**config.mk**
```make
export PLATFORM = sky130hd
export DESIGN_NAME = pa_overflow_unit
export DESIGN_NICKNAME = d
export VERILOG_FILES = /design/src/rtl/pa_pkg.sv /design/src/rtl/pa_edge_sync.sv /design/src/rtl/pa_counter.sv /design/src/rtl/pa_status.sv /design/src/rtl/pa_overflow_unit.sv
export SDC_FILE = /design/constraint.sdc
export NUM_CORES = 1
export LEC_CHECK = 0
export BUFFER_PORTS_ARGS = -buffer_cell sky130_fd_sc_hd__buf_4
export CAP_MARGIN = 30
export CORE_MARGIN = 2
export CORE_UTILIZATION = 45
export CTS_BUF_LIST = sky130_fd_sc_hd__clkbuf_4
export CTS_CLUSTER_DIAMETER = 100
export DETAILED_ROUTE_END_ITERATION = 6
export GPL_TIMING_DRIVEN = 0
export PLACE_DENSITY = 0.71
export SYNTH_ARGS = -nofsm -noshare
export SYNTH_HDL_FRONTEND = slang
export SYNTH_HIERARCHICAL = 1
export SYNTH_SLANG_ARGS = --single-unit
```
**constraint.sdc**
```tcl
create_clock -name clk -period 5 [get_ports clk]
set_input_delay 0.5 -clock clk [delete_from_list [all_inputs] [get_ports clk]]
set_output_delay 0.5 -clock clk [all_outputs]
set_load 0.03 [all_outputs]
```
**src/rtl/pa_pkg.sv**
```systemverilog
package pa_pkg;
  localparam logic ADDR_COUNT = 1'b0;
  localparam logic ADDR_STAT  = 1'b1;
  localparam int   STAT_BIT   = 1;
endpackage

```
**src/rtl/pa_edge_sync.sv**
```systemverilog
module pa_edge_sync #(
  parameter int STAGES = 2
) (
  input  logic clk,
  input  logic rst,
  input  logic line_i,
  output logic rise_o
);
  logic [STAGES-1:0] chain;
  logic              last_q;

  always_ff @(posedge clk) begin
    if (rst) begin
      chain  <= '0;
      last_q <= 1'b0;
    end else begin
      chain  <= {chain[STAGES-2:0], line_i};
      last_q <= chain[STAGES-1];
    end
  end

  assign rise_o = chain[STAGES-1] & ~last_q;
endmodule

```
**src/rtl/pa_counter.sv**
```systemverilog
module pa_counter #(
  parameter int CNT_W = 16,
  parameter int LOW_W = 8
) (
  input  logic             clk,
  input  logic             rst,
  input  logic             step_i,
  input  logic             split_i,
  input  logic             hold_i,
  input  logic             load_i,
  input  logic [CNT_W-1:0] load_val_i,
  output logic [CNT_W-1:0] count_o,
  output logic             ovf_o
);
  localparam int HIGH_W = CNT_W - LOW_W;
  localparam logic [LOW_W-1:0] LOW_TOP  = '1;
  localparam logic [CNT_W-1:0] FULL_TOP = '1;

  logic [LOW_W-1:0]  low;
  logic [HIGH_W-1:0] high;
  logic              low_at_top;

  assign low        = count_o[LOW_W-1:0];
  assign high       = count_o[CNT_W-1:LOW_W];
  assign low_at_top = (low == LOW_TOP);

  always_comb begin
    ovf_o = 1'b0;
    if (step_i && !load_i)
      ovf_o = split_i ? low_at_top : (count_o == FULL_TOP);
  end

  always_ff @(posedge clk) begin
    if (rst) begin
      count_o <= '0;
    end else if (load_i) begin
      count_o <= load_val_i;
    end else if (step_i) begin
      if (!split_i)
        count_o <= count_o + 1'b1;
      else if (!(low_at_top && hold_i))
        count_o <= {high, low + 1'b1};
    end
  end
endmodule

```
**src/rtl/pa_status.sv**
```systemverilog
module pa_status (
  input  logic clk,
  input  logic rst,
  input  logic set_i,
  input  logic w1c_i,
  input  logic touch_i,
  input  logic fclr_i,
  input  logic ien_i,
  output logic flag_o,
  output logic irq_o
);
  logic clr, nxt;

  assign clr = fclr_i ? touch_i : w1c_i;
  assign nxt = set_i | (flag_o & ~clr);

  always_ff @(posedge clk) begin
    if (rst) begin
      flag_o <= 1'b0;
      irq_o  <= 1'b0;
    end else begin
      flag_o <= nxt;
      irq_o  <= nxt & ien_i;
    end
  end
endmodule

```
**src/rtl/pa_overflow_unit.sv**
```systemverilog
module pa_overflow_unit #(
  parameter int CNT_W       = 16,
  parameter int LOW_W       = 8,
  parameter int SYNC_STAGES = 2
) (
  input  logic             clk,
  input  logic             rst,
  input  logic             pin_i,
  input  logic             split_i,
  input  logic             hold_i,
  input  logic             fclr_i,
  input  logic             ien_i,
  input  logic             addr_i,
  input  logic             wr_i,
  input  logic             rd_i,
  input  logic [CNT_W-1:0] wdata_i,
  output logic [CNT_W-1:0] rdata_o,
  output logic [CNT_W-1:0] count_o,
  output logic             flag_o,
  output logic             irq_o
);
  import pa_pkg::*;

  logic step, ovf, at_count, load, w1c, touch;
  logic [CNT_W-1:0] stat_word;

  assign at_count = (addr_i == ADDR_COUNT);
  assign load     = wr_i && at_count;
  assign touch    = (wr_i || rd_i) && at_count;
  assign w1c      = wr_i && (addr_i == ADDR_STAT) && wdata_i[STAT_BIT];

  pa_edge_sync #(.STAGES(SYNC_STAGES)) u_sync (
    .clk(clk), .rst(rst), .line_i(pin_i), .rise_o(step)
  );

  pa_counter #(.CNT_W(CNT_W), .LOW_W(LOW_W)) u_cnt (
    .clk(clk), .rst(rst), .step_i(step), .split_i(split_i), .hold_i(hold_i),
    .load_i(load), .load_val_i(wdata_i), .count_o(count_o), .ovf_o(ovf)
  );

  pa_status u_stat (
    .clk(clk), .rst(rst), .set_i(ovf), .w1c_i(w1c), .touch_i(touch),
    .fclr_i(fclr_i), .ien_i(ien_i), .flag_o(flag_o), .irq_o(irq_o)
  );

  always_comb begin
    stat_word           = '0;
    stat_word[STAT_BIT] = flag_o;
  end

  always_ff @(posedge clk) begin
    if (rst)
      rdata_o <= '0;
    else if (rd_i)
      rdata_o <= at_count ? count_o : stat_word;
  end
endmodule

```
==> impl_metrics.toml <==
[outcome]
status = "finished clean"

[floorplan]
row_count = 24
num_io_pins = 60
core-area_sq_um = 4350
start_util_pct = 46.8
die_h_um = 71.3
die_x_um = 71.3
die_area_sq_um = 5080

[power_and_ir_drop]
comb_power_share_pct = 19.1
p_leak_uw = 0.00101
p_sw_uw = 176
clockPowerShare_pct = 26.1
power_frac_seq_pct = 54.8
switching_share_pct = 29.8
max-vdd-ir-drop_mv = 0.132
power_density_nw_per_um2 = 228
internal-power_uw = 414

[clock_tree]
hold_buffers = 0
cts.htree.levels = 2
cts_setup_buffers = 0
clk_pin_slew_ns = 0.11
clock_path_buffers = 2
clock-sinks = 37
cts_buffers = 5
clk_latency_ns = 0.34
cts_tree = "done"
cts_resized = 0
root_buffer = "clkbuf_4"

[setup_path]
cp.depth = 5
slowest_delay_ns = 0.53
critPathMaxFanout = 7
endpoint_kind = "flop"
cp_num_buf_inv = 0
cp_cell_sequence = "ha_1, nand4_4, or3_4, a211oi_1, nor4_1"
crit_arrival_ns = 2.21
path_delay_family = "simple AND/OR/NAND/NOR gates"
reg2regPathDepth = 5
critPathKind = "reg -> reg"
cp.required_ns = 5.22
slowest_stage = "dfxtp_1"
cp-start-kind = "flop"

[placed_design]
port_buffers = 58
gp_congestion = 0.835
hpwl_mm = 3.86
dpl_worst_slack_ns = 2.67

[global_route]
grt_pass1_wl_mm = 8.73
antenna_found_initial = 0
first_global_vias = 1843
grt_usage_pct = 21.5
overflow = 0
grt_max_degree = 11

[sta]
worst_hold_slack_ns = 0.378
fin_tns_setup_ns = 0
min_period_ns = 1.99
max_freq_mhz = 502
slew_headroom_pct = 63.3
rsz0062_at_grt = "false"
worst_slack_ns = 3.01
worstMarginPinSlew_ns = 0.550
slew_violations = 0
hold_violations = 0
final.setup_skew_ns = 0.00621
setup_viol = 0
fin_crit_sh_pct = 39.9

[synth]
synth-simple-area-share_pct = 32.2
syn_nets = 264
syn_inst = 237
ys.flop_type = "dfxtp_1"
syn_area_per_cell_sq_um = 8.60
synth.area.top_cells = "dfxtp_1 36%, nand3b_1 6.6%, a21oi_1 5.9%, nand2b_1 5.8%, a21oi_2 3.0%"
syn_area_sq_um = 2040
ys_ff_latch = 37
ys_async_sr_fraction_pct = 0
netlist.area_leader.share_pct = 36.3
muxShareOfSynthArea_pct = 1.23
synth_edf_count = 0
yosysMostFrequentCell = "dfxtp_1"
synth.distinct_cells = 53
synth_top_family_by_area = "simple AND/OR/NAND/NOR gates"
synth_xor_area_share_pct = 2.58
synth_adder_area_share_pct = 0.614
synthTopCellsByCount = "37 x dfxtp_1, 24 x a21oi_1, 19 x nand2b_1, 18 x nand3b_1, 12 x nand2_1"
yosys_warnings = 6
ys_seq_area_share_pct = 36.3
synth_area_leader_cell = "dfxtp_1"
synth_compound_area_share_pct = 20.7

[finish]
drive_gt1_share_pct = 31.5
fin_util_pct = 59.4
antenna_cells = 0
multi_input_area_sq_um = 1170
seq_area_sq_um = 741
nets = 329
final.fill_count = 419
area_delta_synth_final_pct = 26.9

[drt]
drt_iter0_markers = 116
wl_per_cell_um = 14.7
dr_total_vias = 1975
route.final.wire_length_mm = 5.22
antenna_left = 0
drc_errors = 0
first_pass_iters = 4
vias_per_cell = 5.58

[min_path]
whs_path_depth = 2
hp-class = "in -> reg"

[flow_run]
maxCapViolCount = 0
flip-flops by register name (all words and copies together) (netlist names):
register       cells
rdata_o           16
u_cnt/count_o     16
u_sync/chain       2
u_stat/flag_o      1
u_stat/irq_o       1
u_sync/last_q      1
routing by layer:
layer / GRT usage, % / vias to the layer above / routed length, um
li1: - / 987 / -
met1: 28.9 / 925 / 2360
met2: 32.9 / 54 / 2480
met3: 6.19 / 9 / 300
met4: 7.97 / 0 / 78
met5: 0 / - / 0
power by group through the flow:
| stage | clock (uW) | combinational [uW] | sequential (uW) |
|---|---|---|---|
| floorplan | 0 | 50.0 | 344 |
| global placement | 0 | 111 | 330 |
| detailed placement | 0 | 113 | 330 |
| CTS | 161 | 113 | 323 |
| global route | 173 | 122 | 325 |
| finish | 154 | 113 | 323 |
path summary, 6_finish.rpt:
check / start / end / slack [ns]
min reg2reg: u_sync/chain[0] / u_sync/chain[1] / 0.45
max reg2reg: u_cnt/count_o[0] / u_cnt/count_o[4] / 3.01
max: u_cnt/count_o[0] / u_cnt/count_o[4] / 3.01
min: pin_i / u_sync/chain[0] / 0.38
worst register-to-register path, cell delays in order, from the launching register on:
cell	delay [ns]
dfxtp_1	0.53
ha_1	0.35
nand4_4	0.19
or3_4	0.47
a211oi_1	0.25
nor4_1	0.08
cell usage in the layout (no fill, tap or decap), drive strengths merged, types with 5 or more instances in the layout:
master | Yosys | routed
buf | 11 | 69
dfxtp | 37 | 37
a21oi | 31 | 31
nand2b | 19 | 19
nand3b | 18 | 18
nand2 | 12 | 12
clkbuf | 6 | 12
nor2 | 10 | 10
nor2b | 10 | 10
inv | 8 | 8
nor3 | 6 | 6
xnor2 | 6 | 6
and3 | 6 | 6
nand3 | 5 | 5
nor4 | 5 | 5
metrics by stage:
step	cells	cell area (sq um)	total power (uW)
after floorplan	237	2040	394
after global placement	347	2540	441
after detailed placement	347	2540	443
after CTS	354	2590	597
after global routing	354	2590	621
final	354	2590	590
cells by family (layout without fill, tap and decap cells):
kind of cell / count (synthesis) / in the layout
buffers and inverters: 25 / 90
adder cells (fa/ha/maj): 1 / 1
AO/OA/AOI/OAI: 61 / 61
AND/OR/NAND/NOR: 105 / 105
flip-flops: 37 / 37
XOR/XNOR: 6 / 6
multiplexers: 2 / 2
cell type report:
cell class	count	area share, %
multi-input cells	175	45.2
flip-flops and latches	37	28.6
repair buffers	58	16.8
plain buffers	17	3.77
well taps	52	2.51
clock buffers	6	1.74
inverters	8	1.16
clock inverters	1	0.145
Note: power is estimated with default switching activity, not from simulation.
